===== src/rtl/stepdir_pkg.sv =====
package stepdir_pkg;

   // Pulse phase of one channel
   typedef enum logic [1:0] {
      PH_IDLE  = 2'd0,
      PH_MARK  = 2'd1,
      PH_SPACE = 2'd2
   } pulse_phase_e;

   // Number of bits needed for a count of n
   function automatic int cnt_bits(input int n);
      return (n < 2) ? 1 : $clog2(n + 1);
   endfunction

endpackage


===== src/rtl/stepdir_timing_scale.sv =====
// Converts the shared unit counts into clock-count load values, registered once
// for all channels.
module stepdir_timing_scale #(
   parameter int TIME_W    = 5,
   parameter int UNIT_CLKS = 64,
   parameter int CNT_W     = 11
) (
   input  logic              clk,
   input  logic              rst_n,
   input  logic [TIME_W-1:0] mark_units_i,
   input  logic [TIME_W-1:0] space_units_i,
   input  logic [TIME_W-1:0] dir_units_i,
   output logic [CNT_W-1:0]  mark_load_o,
   output logic [CNT_W-1:0]  space_load_o,
   output logic [CNT_W-1:0]  dir_load_o
);

   logic [TIME_W-1:0] mark_eff;
   logic [TIME_W-1:0] space_eff;

   // A zero length or space is raised to one unit so a pulse is never empty
   always_comb begin
      mark_eff  = (mark_units_i  == '0) ? TIME_W'(1) : mark_units_i;
      space_eff = (space_units_i == '0) ? TIME_W'(1) : space_units_i;
   end

   always_ff @(posedge clk or negedge rst_n) begin
      if (!rst_n) begin
         mark_load_o  <= '0;
         space_load_o <= '0;
         dir_load_o   <= '0;
      end else begin
         mark_load_o  <= CNT_W'(mark_eff)  * CNT_W'(UNIT_CLKS) - CNT_W'(1);
         space_load_o <= CNT_W'(space_eff) * CNT_W'(UNIT_CLKS) - CNT_W'(1);
         dir_load_o   <= CNT_W'(dir_units_i) * CNT_W'(UNIT_CLKS);
      end
   end

endmodule


===== src/rtl/stepdir_rate_accum.sv =====
// Phase accumulator of one channel. It raises a pending step on overflow and
// stalls while the step is pending.
module stepdir_rate_accum #(
   parameter int RATE_W = 16,
   parameter int ACC_W  = 16
) (
   input  logic              clk,
   input  logic              rst_n,
   input  logic [RATE_W-1:0] rate_i,
   input  logic              take_i,
   output logic              pending_o,
   output logic              want_neg_o,
   output logic              rate_zero_o
);

   localparam int PAD_W = ACC_W + 1 - RATE_W;

   logic signed [RATE_W-1:0] rate_s;
   logic [RATE_W-1:0]        mag;
   logic [ACC_W:0]           sum;
   logic [ACC_W-1:0]         acc_q;
   logic                     pend_q;

   always_comb begin
      rate_s      = $signed(rate_i);
      mag         = rate_s[RATE_W-1] ? RATE_W'(-rate_s) : RATE_W'(rate_s);
      sum         = {1'b0, acc_q} + {{PAD_W{1'b0}}, mag};
      want_neg_o  = rate_s[RATE_W-1];
      rate_zero_o = (rate_i == '0);
   end

   always_ff @(posedge clk or negedge rst_n) begin
      if (!rst_n) begin
         acc_q  <= '0;
         pend_q <= 1'b0;
      end else if (!pend_q) begin
         acc_q <= sum[ACC_W-1:0];
         if (sum[ACC_W]) pend_q <= 1'b1;
      end else if (take_i) begin
         pend_q <= 1'b0;
      end
   end

   assign pending_o = pend_q;

   AST_TAKE_NEEDS_PENDING: assert property (@(posedge clk) disable iff (!rst_n)
      take_i |-> pend_q) else $error("take without pending step");

   AST_PENDING_NOT_LOST: assert property (@(posedge clk) disable iff (!rst_n)
      (pend_q && !take_i) |=> pend_q) else $error("pending step dropped");

endmodule


===== src/rtl/stepdir_pulse_fsm.sv =====
// Pulse and direction sequencing of one channel: mark, space, hold and setup.
module stepdir_pulse_fsm
   import stepdir_pkg::*;
#(
   parameter int CNT_W = 11
) (
   input  logic             clk,
   input  logic             rst_n,
   input  logic             pending_i,
   input  logic             want_neg_i,
   input  logic             rate_zero_i,
   input  logic [CNT_W-1:0] mark_load_i,
   input  logic [CNT_W-1:0] space_load_i,
   input  logic [CNT_W-1:0] dir_load_i,
   output logic             take_o,
   output logic             step_o,
   output logic             dir_o
);

   pulse_phase_e     phase_q;
   logic [CNT_W-1:0] tmr_q;
   logic [CNT_W-1:0] hold_q;
   logic [CNT_W-1:0] setup_q;
   logic             step_q;
   logic             dir_q;

   logic ready;
   logic turn;
   logic fire;
   logic mark_end;

   always_comb begin
      ready    = (phase_q == PH_IDLE) || ((phase_q == PH_SPACE) && (tmr_q == '0));
      mark_end = (phase_q == PH_MARK) && (tmr_q == '0);
      turn     = ready && !rate_zero_i && (want_neg_i != dir_q) && (hold_q == '0);
      fire     = ready && !turn && pending_i && (setup_q == '0)
                 && (rate_zero_i || (want_neg_i == dir_q));
   end

   // Hold window after the falling step edge
   always_ff @(posedge clk or negedge rst_n) begin
      if (!rst_n) begin
         hold_q <= '0;
      end else if (mark_end) begin
         hold_q <= dir_load_i;
      end else if (hold_q != '0) begin
         hold_q <= hold_q - CNT_W'(1);
      end
   end

   // Setup window after a direction change
   always_ff @(posedge clk or negedge rst_n) begin
      if (!rst_n) begin
         setup_q <= '0;
      end else if (turn) begin
         setup_q <= dir_load_i;
      end else if (setup_q != '0) begin
         setup_q <= setup_q - CNT_W'(1);
      end
   end

   always_ff @(posedge clk or negedge rst_n) begin
      if (!rst_n) begin
         phase_q <= PH_IDLE;
         tmr_q   <= '0;
         step_q  <= 1'b0;
         dir_q   <= 1'b0;
      end else begin
         case (phase_q)
            PH_MARK: begin
               if (tmr_q == '0) begin
                  phase_q <= PH_SPACE;
                  tmr_q   <= space_load_i;
                  step_q  <= 1'b0;
               end else begin
                  tmr_q <= tmr_q - CNT_W'(1);
               end
            end
            default: begin
               if (turn) begin
                  dir_q   <= ~dir_q;
                  phase_q <= PH_IDLE;
               end else if (fire) begin
                  phase_q <= PH_MARK;
                  tmr_q   <= mark_load_i;
                  step_q  <= 1'b1;
               end else if (phase_q == PH_SPACE) begin
                  if (tmr_q == '0) phase_q <= PH_IDLE;
                  else             tmr_q   <= tmr_q - CNT_W'(1);
               end
            end
         endcase
      end
   end

   assign take_o = fire;
   assign step_o = step_q;
   assign dir_o  = dir_q;

   AST_SETUP_RESPECTED: assert property (@(posedge clk) disable iff (!rst_n)
      $rose(step_q) |-> ($past(setup_q) == '0)) else $error("step inside setup window");

   AST_DIR_STILL_IN_MARK: assert property (@(posedge clk) disable iff (!rst_n)
      step_q |-> $stable(dir_q)) else $error("direction moved during pulse");

   AST_DIR_AFTER_HOLD: assert property (@(posedge clk) disable iff (!rst_n)
      (dir_q != $past(dir_q)) |-> (!$past(step_q) && ($past(hold_q) == '0)))
      else $error("direction moved inside hold window");

endmodule


===== src/rtl/stepdir_pos_track.sv =====
// Signed feedback position of one channel and its host-side capture.
module stepdir_pos_track #(
   parameter int POS_W = 32
) (
   input  logic             clk,
   input  logic             rst_n,
   input  logic             step_i,
   input  logic             dir_neg_i,
   input  logic             latch_i,
   output logic [POS_W-1:0] pos_o
);

   logic [POS_W-1:0] pos_q;
   logic [POS_W-1:0] cap_q;

   always_ff @(posedge clk or negedge rst_n) begin
      if (!rst_n) begin
         pos_q <= '0;
      end else if (step_i) begin
         pos_q <= dir_neg_i ? (pos_q - POS_W'(1)) : (pos_q + POS_W'(1));
      end
   end

   always_ff @(posedge clk or negedge rst_n) begin
      if (!rst_n) begin
         cap_q <= '0;
      end else if (latch_i) begin
         cap_q <= pos_q;
      end
   end

   assign pos_o = cap_q;

   AST_POS_UNIT_MOVE: assert property (@(posedge clk) disable iff (!rst_n)
      step_i |=> ((pos_q == $past(pos_q) + POS_W'(1)) || (pos_q == $past(pos_q) - POS_W'(1))))
      else $error("position did not move by one");

   AST_CAPTURE_HOLDS: assert property (@(posedge clk) disable iff (!rst_n)
      !latch_i |=> $stable(cap_q)) else $error("capture changed without strobe");

endmodule


===== src/rtl/stepdir_pulse_gen.sv =====
// Multi-channel step and direction generator with shared pulse timing.
module stepdir_pulse_gen #(
   parameter int NUM_CH    = 4,
   parameter int RATE_W    = 16,
   parameter int ACC_W     = 16,
   parameter int TIME_W    = 5,
   parameter int UNIT_CLKS = 64,
   parameter int POS_W     = 32
) (
   input  logic                     clk,
   input  logic                     rst_n,
   input  logic [NUM_CH*RATE_W-1:0] rate_i,
   input  logic [TIME_W-1:0]        mark_units_i,
   input  logic [TIME_W-1:0]        space_units_i,
   input  logic [TIME_W-1:0]        dir_units_i,
   input  logic [NUM_CH-1:0]        latch_i,
   output logic [NUM_CH-1:0]        step_o,
   output logic [NUM_CH-1:0]        dir_o,
   output logic [NUM_CH*POS_W-1:0]  pos_o
);

   localparam int MAX_CLKS = ((1 << TIME_W) - 1) * UNIT_CLKS;
   localparam int CNT_W    = stepdir_pkg::cnt_bits(MAX_CLKS);

   // Elaboration-time parameter checks
   if (NUM_CH < 1)        begin : g_bad_ch   $error("NUM_CH must be at least 1");   end
   if (RATE_W < 2)        begin : g_bad_rate $error("RATE_W must be at least 2");   end
   if (ACC_W < RATE_W)    begin : g_bad_acc  $error("ACC_W must cover RATE_W");     end
   if (TIME_W < 1)        begin : g_bad_time $error("TIME_W must be at least 1");   end
   if (UNIT_CLKS < 1)     begin : g_bad_unit $error("UNIT_CLKS must be positive");  end
   if (POS_W < 2)         begin : g_bad_pos  $error("POS_W must be at least 2");    end

   logic [CNT_W-1:0] mark_load;
   logic [CNT_W-1:0] space_load;
   logic [CNT_W-1:0] dir_load;

   // One shared timing scaler feeds every channel
   stepdir_timing_scale #(
      .TIME_W    (TIME_W),
      .UNIT_CLKS (UNIT_CLKS),
      .CNT_W     (CNT_W)
   ) timing_i (
      .clk           (clk),
      .rst_n         (rst_n),
      .mark_units_i  (mark_units_i),
      .space_units_i (space_units_i),
      .dir_units_i   (dir_units_i),
      .mark_load_o   (mark_load),
      .space_load_o  (space_load),
      .dir_load_o    (dir_load)
   );

   for (genvar c = 0; c < NUM_CH; c++) begin : g_ch
      logic pending;
      logic want_neg;
      logic rate_zero;
      logic take;

      stepdir_rate_accum #(
         .RATE_W (RATE_W),
         .ACC_W  (ACC_W)
      ) accum_i (
         .clk         (clk),
         .rst_n       (rst_n),
         .rate_i      (rate_i[c*RATE_W +: RATE_W]),
         .take_i      (take),
         .pending_o   (pending),
         .want_neg_o  (want_neg),
         .rate_zero_o (rate_zero)
      );

      stepdir_pulse_fsm #(
         .CNT_W (CNT_W)
      ) fsm_i (
         .clk          (clk),
         .rst_n        (rst_n),
         .pending_i    (pending),
         .want_neg_i   (want_neg),
         .rate_zero_i  (rate_zero),
         .mark_load_i  (mark_load),
         .space_load_i (space_load),
         .dir_load_i   (dir_load),
         .take_o       (take),
         .step_o       (step_o[c]),
         .dir_o        (dir_o[c])
      );

      stepdir_pos_track #(
         .POS_W (POS_W)
      ) pos_i (
         .clk       (clk),
         .rst_n     (rst_n),
         .step_i    (take),
         .dir_neg_i (dir_o[c]),
         .latch_i   (latch_i[c]),
         .pos_o     (pos_o[c*POS_W +: POS_W])
      );
   end

   AST_ZERO_RATE_NO_TURN: assert property (@(posedge clk) disable iff (!rst_n)
      (rate_i[RATE_W-1:0] == '0) |=> $stable(dir_o[0])) else $error("direction moved at zero rate");

endmodule


===== config.mk =====
export PLATFORM = sky130hd
export DESIGN_NAME = stepdir_pulse_gen
export DESIGN_NICKNAME = d
export VERILOG_FILES = /design/src/rtl/stepdir_pkg.sv /design/src/rtl/stepdir_timing_scale.sv /design/src/rtl/stepdir_rate_accum.sv /design/src/rtl/stepdir_pulse_fsm.sv /design/src/rtl/stepdir_pos_track.sv /design/src/rtl/stepdir_pulse_gen.sv
export SDC_FILE = /design/constraint.sdc
export NUM_CORES = 1
export LEC_CHECK = 0
export BUFFER_PORTS_ARGS = -buffer_cell sky130_fd_sc_hd__buf_2
export CORE_MARGIN = 2
export CORE_UTILIZATION = 55
export CTS_CLUSTER_DIAMETER = 30
export DETAILED_ROUTE_END_ITERATION = 10
export GPL_ROUTABILITY_DRIVEN = 0
export PLACE_DENSITY = 0.82
export SYNTH_ARGS = -nofsm -noshare
export SYNTH_HDL_FRONTEND = slang
export SYNTH_SLANG_ARGS = --single-unit

===== constraint.sdc =====
create_clock -name clk -period 10.7 [get_ports clk]
set_input_delay 2.14 -clock clk [delete_from_list [all_inputs] [get_ports clk]]
set_output_delay 2.14 -clock clk [all_outputs]
set_load 0.02 [all_outputs]

==> metrics.txt, run 1 <==
# TYPE chip_impl_metric gauge
chip_impl_metric{name="chipHeight",unit="um"} 236
chip_impl_metric{name="clk_path_buf_depth",unit=""} 3
chip_impl_metric{name="final_min_period_over_clock_period",unit="%"} 49.2
chip_impl_metric{name="totalNegativeSetupSlack",unit="ns"} 0
chip_impl_metric{name="aggregate_routed_wire_length",unit="mm"} 66.2
chip_impl_metric{name="max_cap_violations",unit=""} 0
chip_impl_metric{name="grt_first_pass_wirelength",unit="mm"} 112
chip_impl_metric{name="number_of_global_route_vias_before_repair",unit=""} 23600
chip_impl_info{name="cts_tree",value="yes"} 1
chip_impl_metric{name="ys_async_sr_fraction",unit="%"} 100
chip_impl_info{name="mostFrequentLayoutCell",value="sky130_fd_sc_hd__dfrtp_1"} 1
chip_impl_info{name="combinational_family_with_the_most_area_after_synthesis",value="compound AO/OA/AOI/OAI gates"} 1
chip_impl_metric{name="fmax",unit="MHz"} 190
chip_impl_metric{name="ctsResizeCount",unit=""} 0
chip_impl_metric{name="ys_types",unit=""} 91
chip_impl_metric{name="flow.area_growth_from_synthesis",unit="%"} 18.6
chip_impl_metric{name="clock-sinks",unit=""} 488
chip_impl_metric{name="global_route_track_usage_on_met3",unit="%"} 3.94
chip_impl_metric{name="detailed_place_hpwl",unit="mm"} 43.4
chip_impl_info{name="unrepaired_setup_endpoints_after_global_routing",value="false"} 1
chip_impl_metric{name="post_synthesis_compound_gate_area_fraction",unit="%"} 16.7
chip_impl_metric{name="ir_drop",unit="uV"} 155
chip_impl_metric{name="remaining_drc_errors",unit=""} 0
chip_impl_info{name="dominantRegCellSynth",value="sky130_fd_sc_hd__dfrtp_1"} 1
chip_impl_metric{name="post_cts.repair.setup_buffers",unit=""} 0
chip_impl_info{name="layout_common_cells",value="488 x sky130_fd_sc_hd__dfrtp_1, 357 x sky130_fd_sc_hd__nand2_1, 232 x sky130_fd_sc_hd__o21ai_0"} 1
chip_impl_info{name="run_status",value="finished, final reports clean"} 1
chip_impl_info{name="cp-start-kind",value="primary input"} 1
chip_impl_info{name="cell_at_the_root_of_the_clock_tree",value="sky130_fd_sc_hd__clkbuf_16"} 1
chip_impl_info{name="crit_path_end_kind",value="flip-flop"} 1
chip_impl_metric{name="dieArea",unit="sq um"} 55800
chip_impl_metric{name="timing_worst_slew_pin_value",unit="ns"} 1.19
chip_impl_metric{name="core",unit="sq um"} 53600
chip_impl_metric{name="pin_count",unit=""} 221
chip_impl_info{name="crit_type",value="primary input to flip-flop"} 1
chip_impl_metric{name="yosys.area_share.adder",unit="%"} 9.40
chip_impl_metric{name="crit_fanout",unit=""} 4
chip_impl_metric{name="fin_skew",unit="ns"} 0.0366
chip_impl_metric{name="synth.area.mux_share",unit="%"} 5.44
chip_impl_metric{name="chip_width",unit="um"} 236
chip_impl_metric{name="number_of_nets_in_the_layout",unit=""} 3667
chip_impl_metric{name="grt_antenna_before_repair",unit=""} 1
chip_impl_metric{name="drt_iter0_markers",unit=""} 1458
chip_impl_metric{name="report.final.setup_viol",unit=""} 0
chip_impl_info{name="cp_common_cell",value="sky130_fd_sc_hd__a21oi_1"} 1
chip_impl_metric{name="synth_simple_gate_area_share",unit="%"} 15.6
chip_impl_metric{name="htree_levels",unit=""} 3
chip_impl_metric{name="synthesis.area",unit="sq um"} 29700
chip_impl_metric{name="final_antenna_net_count",unit=""} 0
chip_impl_metric{name="worst-endpoint-arrival",unit="ns"} 5.75
chip_impl_info{name="top_usage_layer",value="met2"} 1
chip_impl_metric{name="n_fill_cell",unit=""} 4035
chip_impl_metric{name="clkLatencyLatePin",unit="ns"} 0.65
chip_impl_metric{name="cp_slowest_stage_delay",unit="ns"} 0.44
chip_impl_metric{name="placement.io_buffers",unit=""} 220
chip_impl_metric{name="detailedRoute.firstPassIterationCount",unit=""} 5
chip_impl_metric{name="inserted_clock_buffers",unit=""} 107
chip_impl_metric{name="initial_utilization",unit="%"} 55.3
chip_impl_metric{name="synth-edff-count",unit=""} 0
chip_impl_info{name="path_cells",value="buf_2 > inv_1 > ha_1 > nand2_1 > o21ai_0 > fa_1 > a21o_1 > a21oi_1 > o21bai_1 > a21oi_1 > o21bai_1 > a21oi_1 > o21ai_0 > or4_1 > a31o_2 > a2111oi_0 > nor3_1"} 1
chip_impl_metric{name="std_cell_rows",unit=""} 85
chip_impl_metric{name="gr-total-overflow",unit=""} 0
chip_impl_metric{name="wire_per_inst",unit="um"} 15.9
chip_impl_metric{name="dr_total_vias",unit=""} 23900
chip_impl_metric{name="grt_start_max_net_pins",unit=""} 172
chip_impl_metric{name="period_needed",unit="ns"} 5.27
chip_impl_metric{name="syn-instance-count",unit=""} 3135
chip_impl_metric{name="p_leak",unit="nW"} 16.7
chip_impl_metric{name="timing_max_transition_violations_final",unit=""} 0
chip_impl_metric{name="final-hold-violation-count",unit=""} 0
chip_impl_metric{name="p_per_area",unit="nW/um^2"} 221
chip_impl_metric{name="critPathRequiredTime",unit="ns"} 11.18
chip_impl_metric{name="grt_use_total",unit="%"} 23.8
chip_impl_metric{name="hold_buffers",unit=""} 0
chip_impl_metric{name="power",unit="mW"} 7.79
chip_impl_metric{name="synthesis.nets",unit=""} 3438
chip_impl_metric{name="yosys.area_share.xor_xnor",unit="%"} 8.53
chip_impl_metric{name="yosys_warnings",unit=""} 0
chip_impl_metric{name="gr_met1_demand_resource",unit="%"} 30.6
chip_impl_info{name="worst_hold_path_type",value="flip-flop to flip-flop"} 1
chip_impl_metric{name="syn_avg_cell_area",unit="sq um"} 9.46
chip_impl_metric{name="final_layout_size_suffix_gt1_share",unit="%"} 17.8
chip_impl_metric{name="met2_layer_usage_reported_by_global_route",unit="%"} 40.1
chip_impl_metric{name="slew-limit-headroom",unit="%"} 20.1
chip_impl_metric{name="synth_sequential_area_ratio",unit="%"} 41.2
chip_impl_metric{name="ys_ff_latch",unit=""} 488
chip_impl_metric{name="clock_transition_at_the_registers_of_the_reported_paths",unit="ns"} 0.05
chip_impl_info{name="worst_path_max_delay_cell",value="sky130_fd_sc_hd__or4_1"} 1
chip_impl_metric{name="avgViaCountPerCell",unit=""} 5.74
## registers in the layout, summed over array words and instances (netlist names)
signal and flops:
g_ch.fsm_i.dir_o 4, timing_i.dir_load_o 5, timing_i.space_load_o 6, timing_i.mark_load_o 5, g_ch.fsm_i.step_o 4, g_ch.fsm_i.phase_q 8, g_ch.accum_i.pending_o 4, g_ch.pos_i.pos_o 128
g_ch.accum_i.acc_q 64, g_ch.pos_i.pos_q 128, g_ch.fsm_i.setup_q 44, g_ch.fsm_i.tmr_q 44, g_ch.fsm_i.hold_q 44
## report_power, final
part	switching [mW]	internal [mW]
clock	1.09	2.41
sequential	0.343	2.20
combinational	0.933	0.814
## path summary, 6_finish.rpt
path	from	end	slack, ns	cells after the start
worst max-delay path	rate_i[0]	g_ch[0].accum_i.pending_o$_DFF_PN0_	5.43	17
worst min-delay path	g_ch[0].pos_i.pos_q[31]$_DFFE_PN0P_	g_ch[0].pos_i.pos_q[31]$_DFFE_PN0P_	0.46	1
worst max register to register	g_ch[1].fsm_i.dir_o$_DFFE_PN0P_	g_ch[1].pos_i.pos_q[30]$_DFFE_PN0P_	6.46	14
worst min register to register	g_ch[0].pos_i.pos_q[31]$_DFFE_PN0P_	g_ch[0].pos_i.pos_q[31]$_DFFE_PN0P_	0.46	1
max in group asynchronous	rst_n	g_ch[2].pos_i.pos_q[15]$_DFFE_PN0P_	7.04	3
min in group asynchronous	rst_n	g_ch[1].pos_i.pos_o[21]$_DFFE_PN0P_	1.53	1
## kinds of logic (layout without fill, tap and decap cells)
| family | count (synthesis) | in the layout |
|---|---|---|
| multiplexers | 144 | 144 |
| buffers and inverters | 225 | 546 |
| AO/OA/AOI/OAI | 807 | 807 |
| other | 1 | 3 |
| XOR/XNOR | 289 | 289 |
| AND/OR/NAND/NOR | 963 | 963 |
| adder cells (fa/ha/maj) | 218 | 218 |
| flip-flops | 488 | 488 |
## synth_stat cells, types with 10 or more instances
cell                       count  share of area [%]
sky130_fd_sc_hd__dfrtp_1     488                 41
sky130_fd_sc_hd__nand2_1     357                4.5
sky130_fd_sc_hd__o21ai_0     232                3.9
sky130_fd_sc_hd__nor2_1      215                2.7
sky130_fd_sc_hd__ha_1        210                8.9
sky130_fd_sc_hd__xnor2_1     192                5.7
sky130_fd_sc_hd__a21oi_1     188                3.2
sky130_fd_sc_hd__mux2_2      138                5.2
sky130_fd_sc_hd__inv_1       109                1.4
sky130_fd_sc_hd__xor2_1       97                2.9
sky130_fd_sc_hd__nor3_1       82                1.4
sky130_fd_sc_hd__clkbuf_1     71               0.90
sky130_fd_sc_hd__o31ai_1      67                1.7
sky130_fd_sc_hd__o21ai_1      66                1.1
sky130_fd_sc_hd__nand3_1      56               0.94
sky130_fd_sc_hd__a21o_1       52                1.3
sky130_fd_sc_hd__nand2b_1     41               0.86
sky130_fd_sc_hd__nor4_1       35               0.74
sky130_fd_sc_hd__o21bai_1     32               0.81
sky130_fd_sc_hd__or3_1        29               0.61
sky130_fd_sc_hd__a211oi_1     27               0.68
sky130_fd_sc_hd__a31oi_1      23               0.49
sky130_fd_sc_hd__nor2b_1      20               0.42
sky130_fd_sc_hd__and3_1       19               0.40
sky130_fd_sc_hd__or4_1        18               0.46
sky130_fd_sc_hd__o21a_1       17               0.43
sky130_fd_sc_hd__or2_2        16               0.34
sky130_fd_sc_hd__buf_1        14               0.18
sky130_fd_sc_hd__buf_4        14               0.35
sky130_fd_sc_hd__buf_2        13               0.22
sky130_fd_sc_hd__nand4_1      11               0.23
sky130_fd_sc_hd__and2_1       10               0.21
sky130_fd_sc_hd__nor3b_1      10               0.25
## final cells by class
cell class | count | area [sq um] | area share (%)
inverter | 109 | 409 | 1.16
sequential | 488 | 12200 | 34.7
tap | 696 | 871 | 2.48
multi-input combinational | 2422 | 16500 | 47.0
antenna | 2 | 5.00 | 0.0142
clock buffer | 134 | 2970 | 8.45
clock inverter | 67 | 927 | 2.64
timing repair buffer | 236 | 1260 | 3.57
## per-stage QoR
stage	hold slack, ns	utilization, %	instance area (sq um)	cells	setup slack [ns]
5_1_grt	0.494	65.6	35200	4153	5.10
4_1_cts	0.469	65.6	35200	4151	5.46
2_1_floorplan	0.436	-	29700	3135	5.15
6_report	0.464	65.6	35200	4154	5.43
3_5_place_dp	0.461	58.3	31300	3950	4.80
3_3_place_gp	0.458	58.3	31300	3950	4.91
## routing by layer
metal	vias up	routed length, um
li1	11700	-
met1	11400	29200
met2	573	32000
met3	150	3190
met4	0	1800
met5	-	0
## critical path, delay by kind of cell
kind / cells / cell delay [ns]
fa+ha+maj: 2 / 0.73
simple gates: 3 / 0.58
buf+inv: 2 / 0.20
compound gates: 10 / 2.10
Note: power is estimated with default switching activity, not from simulation.
==> run 2, diff against run 1 <==
- PLACE_DENSITY: 0.82 -> 0.85
- clock period: 10.7 -> 4.7 ns (I/O delays scaled with it)
==> metrics.txt, run 2 (same netlist as run 1, synthesis figures left out) <==
# TYPE chip_impl_metric gauge
chip_impl_metric{name="post_dp_cell_area",unit="sq um"} 31500
chip_impl_info{name="crit_path_end_kind",value="flip-flop"} 1
chip_impl_metric{name="pin_count",unit=""} 221
chip_impl_metric{name="critPathRequiredTime",unit="ns"} 5.25
chip_impl_metric{name="met2_layer_usage_reported_by_global_route",unit="%"} 41.5
chip_impl_info{name="cts_tree",value="yes"} 1
chip_impl_metric{name="fin_skew",unit="ns"} 0.0361
chip_impl_metric{name="clkLatencyLatePin",unit="ns"} 0.65
chip_impl_metric{name="clock-sinks",unit=""} 488
chip_impl_metric{name="ctsResizeCount",unit=""} 0
chip_impl_info{name="top_usage_layer",value="met2"} 1
chip_impl_metric{name="remaining_drc_errors",unit=""} 0
chip_impl_info{name="crit_type",value="flip-flop to flip-flop"} 1
chip_impl_info{name="mostFrequentLayoutCell",value="sky130_fd_sc_hd__dfrtp_1"} 1
chip_impl_metric{name="timing_worst_slew_pin_value",unit="ns"} 1.24
chip_impl_metric{name="slew-limit-headroom",unit="%"} 17.2
chip_impl_metric{name="finish.utilization",unit="%"} 65.7
chip_impl_info{name="cell_at_the_root_of_the_clock_tree",value="sky130_fd_sc_hd__clkbuf_16"} 1
chip_impl_metric{name="post-route-cell-area",unit="sq um"} 35200
chip_impl_metric{name="dr_total_vias",unit=""} 24100
chip_impl_metric{name="chipHeight",unit="um"} 236
chip_impl_metric{name="inserted_clock_buffers",unit=""} 110
chip_impl_metric{name="fmax",unit="MHz"} 247
chip_impl_metric{name="grt_first_pass_wirelength",unit="mm"} 115
chip_impl_metric{name="detailedRoute.firstPassIterationCount",unit=""} 6
chip_impl_metric{name="timing_max_transition_violations_final",unit=""} 0
chip_impl_metric{name="placement.io_buffers",unit=""} 220
chip_impl_metric{name="final_layout_size_suffix_gt1_share",unit="%"} 18.3
chip_impl_metric{name="place_inst",unit=""} 3970
chip_impl_metric{name="grt_use_total",unit="%"} 24.5
chip_impl_metric{name="hold_slack",unit="ns"} 0.344
chip_impl_metric{name="core",unit="sq um"} 53600
chip_impl_info{name="r2r_start",value="g_ch[2].fsm_i.dir_o$_DFFE_PN0P_"} 1
chip_impl_metric{name="wire_per_inst",unit="um"} 16.3
chip_impl_metric{name="clk_path_buf_depth",unit=""} 3
chip_impl_metric{name="gr-total-overflow",unit=""} 0
chip_impl_metric{name="grt_start_max_net_pins",unit=""} 106
chip_impl_metric{name="rr_worst_depth",unit=""} 13
chip_impl_metric{name="hold_buffers",unit=""} 0
chip_impl_metric{name="crit_fanout",unit=""} 14
chip_impl_info{name="path_cells",value="inv_1 > fa_1 > nor2b_1 > o211ai_1 > a311o_1 > o31ai_1 > a21oi_1 > o31ai_1 > o41ai_1 > o21bai_1 > a21oi_1 > xor2_1 > o21ai_1"} 1
chip_impl_metric{name="final_antenna_net_count",unit=""} 0
chip_impl_metric{name="clock_transition_at_the_registers_of_the_reported_paths",unit="ns"} 0.05
chip_impl_metric{name="gr_met1_demand_resource",unit="%"} 31.1
chip_impl_info{name="unrepaired_setup_endpoints_after_global_routing",value="false"} 1
chip_impl_metric{name="place_ws",unit="ns"} 0.163
chip_impl_info{name="run_status",value="finished, final reports clean"} 1
chip_impl_metric{name="initial_utilization",unit="%"} 55.3
chip_impl_metric{name="cp_slowest_stage_delay",unit="ns"} 0.76
chip_impl_metric{name="totalNegativeSetupSlack",unit="ns"} 0
chip_impl_info{name="r2r-end",value="g_ch[2].pos_i.pos_q[30]$_DFFE_PN0P_"} 1
chip_impl_metric{name="dieArea",unit="sq um"} 55800
chip_impl_info{name="worst_path_max_delay_cell",value="sky130_fd_sc_hd__dfrtp_1"} 1
chip_impl_metric{name="avgViaCountPerCell",unit=""} 5.78
chip_impl_metric{name="max_cap_violations",unit=""} 0
chip_impl_metric{name="power",unit="mW"} 17.4
chip_impl_info{name="cp-start-kind",value="flip-flop"} 1
chip_impl_metric{name="htree_levels",unit=""} 3
chip_impl_metric{name="number_of_nets_in_the_layout",unit=""} 3689
chip_impl_metric{name="final-hold-violation-count",unit=""} 0
chip_impl_metric{name="ir_drop",unit="uV"} 388
chip_impl_metric{name="std_cell_rows",unit=""} 85
chip_impl_metric{name="number_of_global_route_vias_before_repair",unit=""} 24100
chip_impl_metric{name="detailed_place_hpwl",unit="mm"} 45.9
chip_impl_metric{name="grt_antenna_before_repair",unit=""} 1
chip_impl_metric{name="final_cell_count_without_fillers",unit=""} 4176
chip_impl_metric{name="timing.reg2reg.setup_slack",unit="ns"} 0.65
chip_impl_metric{name="drt_iter0_markers",unit=""} 1682
chip_impl_info{name="worst_hold_path_type",value="primary input to async pin"} 1
chip_impl_metric{name="p_leak",unit="nW"} 16.8
chip_impl_metric{name="final_min_period_over_clock_period",unit="%"} 86.1
chip_impl_metric{name="post_cts.repair.setup_buffers",unit=""} 0
chip_impl_info{name="layout_common_cells",value="488 x sky130_fd_sc_hd__dfrtp_1, 357 x sky130_fd_sc_hd__nand2_1, 232 x sky130_fd_sc_hd__o21ai_0"} 1
chip_impl_metric{name="timing.final.ws_setup",unit="ns"} 0.655
chip_impl_metric{name="worst-endpoint-arrival",unit="ns"} 4.59
chip_impl_metric{name="p_per_area",unit="nW/um^2"} 493
chip_impl_metric{name="period_needed",unit="ns"} 4.05
chip_impl_metric{name="flow.area_growth_from_synthesis",unit="%"} 18.7
chip_impl_metric{name="global_route_track_usage_on_met3",unit="%"} 4.40
chip_impl_metric{name="aggregate_routed_wire_length",unit="mm"} 68.2
chip_impl_metric{name="chip_width",unit="um"} 236
chip_impl_metric{name="report.final.setup_viol",unit=""} 0
-- run 2: layout make-up --
class / count / area (sq um)
Sequential cell: 488 / 12200
Fill cell: 4032 / 18400
Antenna cell: 1 / 2.50
Tap cell: 696 / 871
Multi-Input combinational cell: 2422 / 16500
Clock buffer: 132 / 2940
Clock inverter: 73 / 807
Inverter: 109 / 409
Timing Repair Buffer: 255 / 1450
-- run 2: where the power goes --
group	switching (mW)	internal (mW)
clock	2.55	5.04
combinational	2.12	1.86
sequential	0.792	5.00
total	5.46	11.9
-- run 2: metal layers --
metal | wire length [um] | share of wire [%]
met1 | 29100 | 43
met2 | 33400 | 49
met3 | 3630 | 5.3
met4 | 2090 | 3.1
met5 | 0 | 0
-- run 2: worst max path at each step --
stage	start	to	slack (ns)
finish	g_ch[2].fsm_i.dir_o$_DFFE_PN0P_	g_ch[2].pos_i.pos_q[30]$_DFFE_PN0P_	0.65
global route	rate_i[4]	g_ch[0].accum_i.pending_o$_DFF_PN0_	0.38
CTS	g_ch[2].fsm_i.dir_o$_DFFE_PN0P_	g_ch[2].pos_i.pos_q[30]$_DFFE_PN0P_	0.66
detailed placement	rate_i[4]	g_ch[0].accum_i.pending_o$_DFF_PN0_	0.16
global placement	rate_i[0]	g_ch[0].accum_i.pending_o$_DFF_PN0_	0.21
floorplan	rate_i[15]	g_ch[0].accum_i.pending_o$_DFF_PN0_	0.35
-- run 2: worst max-delay path: cells and delay by family, from the launching register on --
kind	cells	cell delay [ns]
AO/OA/AOI/OAI	9	2.02
AND/OR/NAND/NOR	1	0.20
adder cells (fa/ha/maj)	1	0.51
buffers and inverters	1	0.32
flip-flops	1	0.76
XOR/XNOR	1	0.15
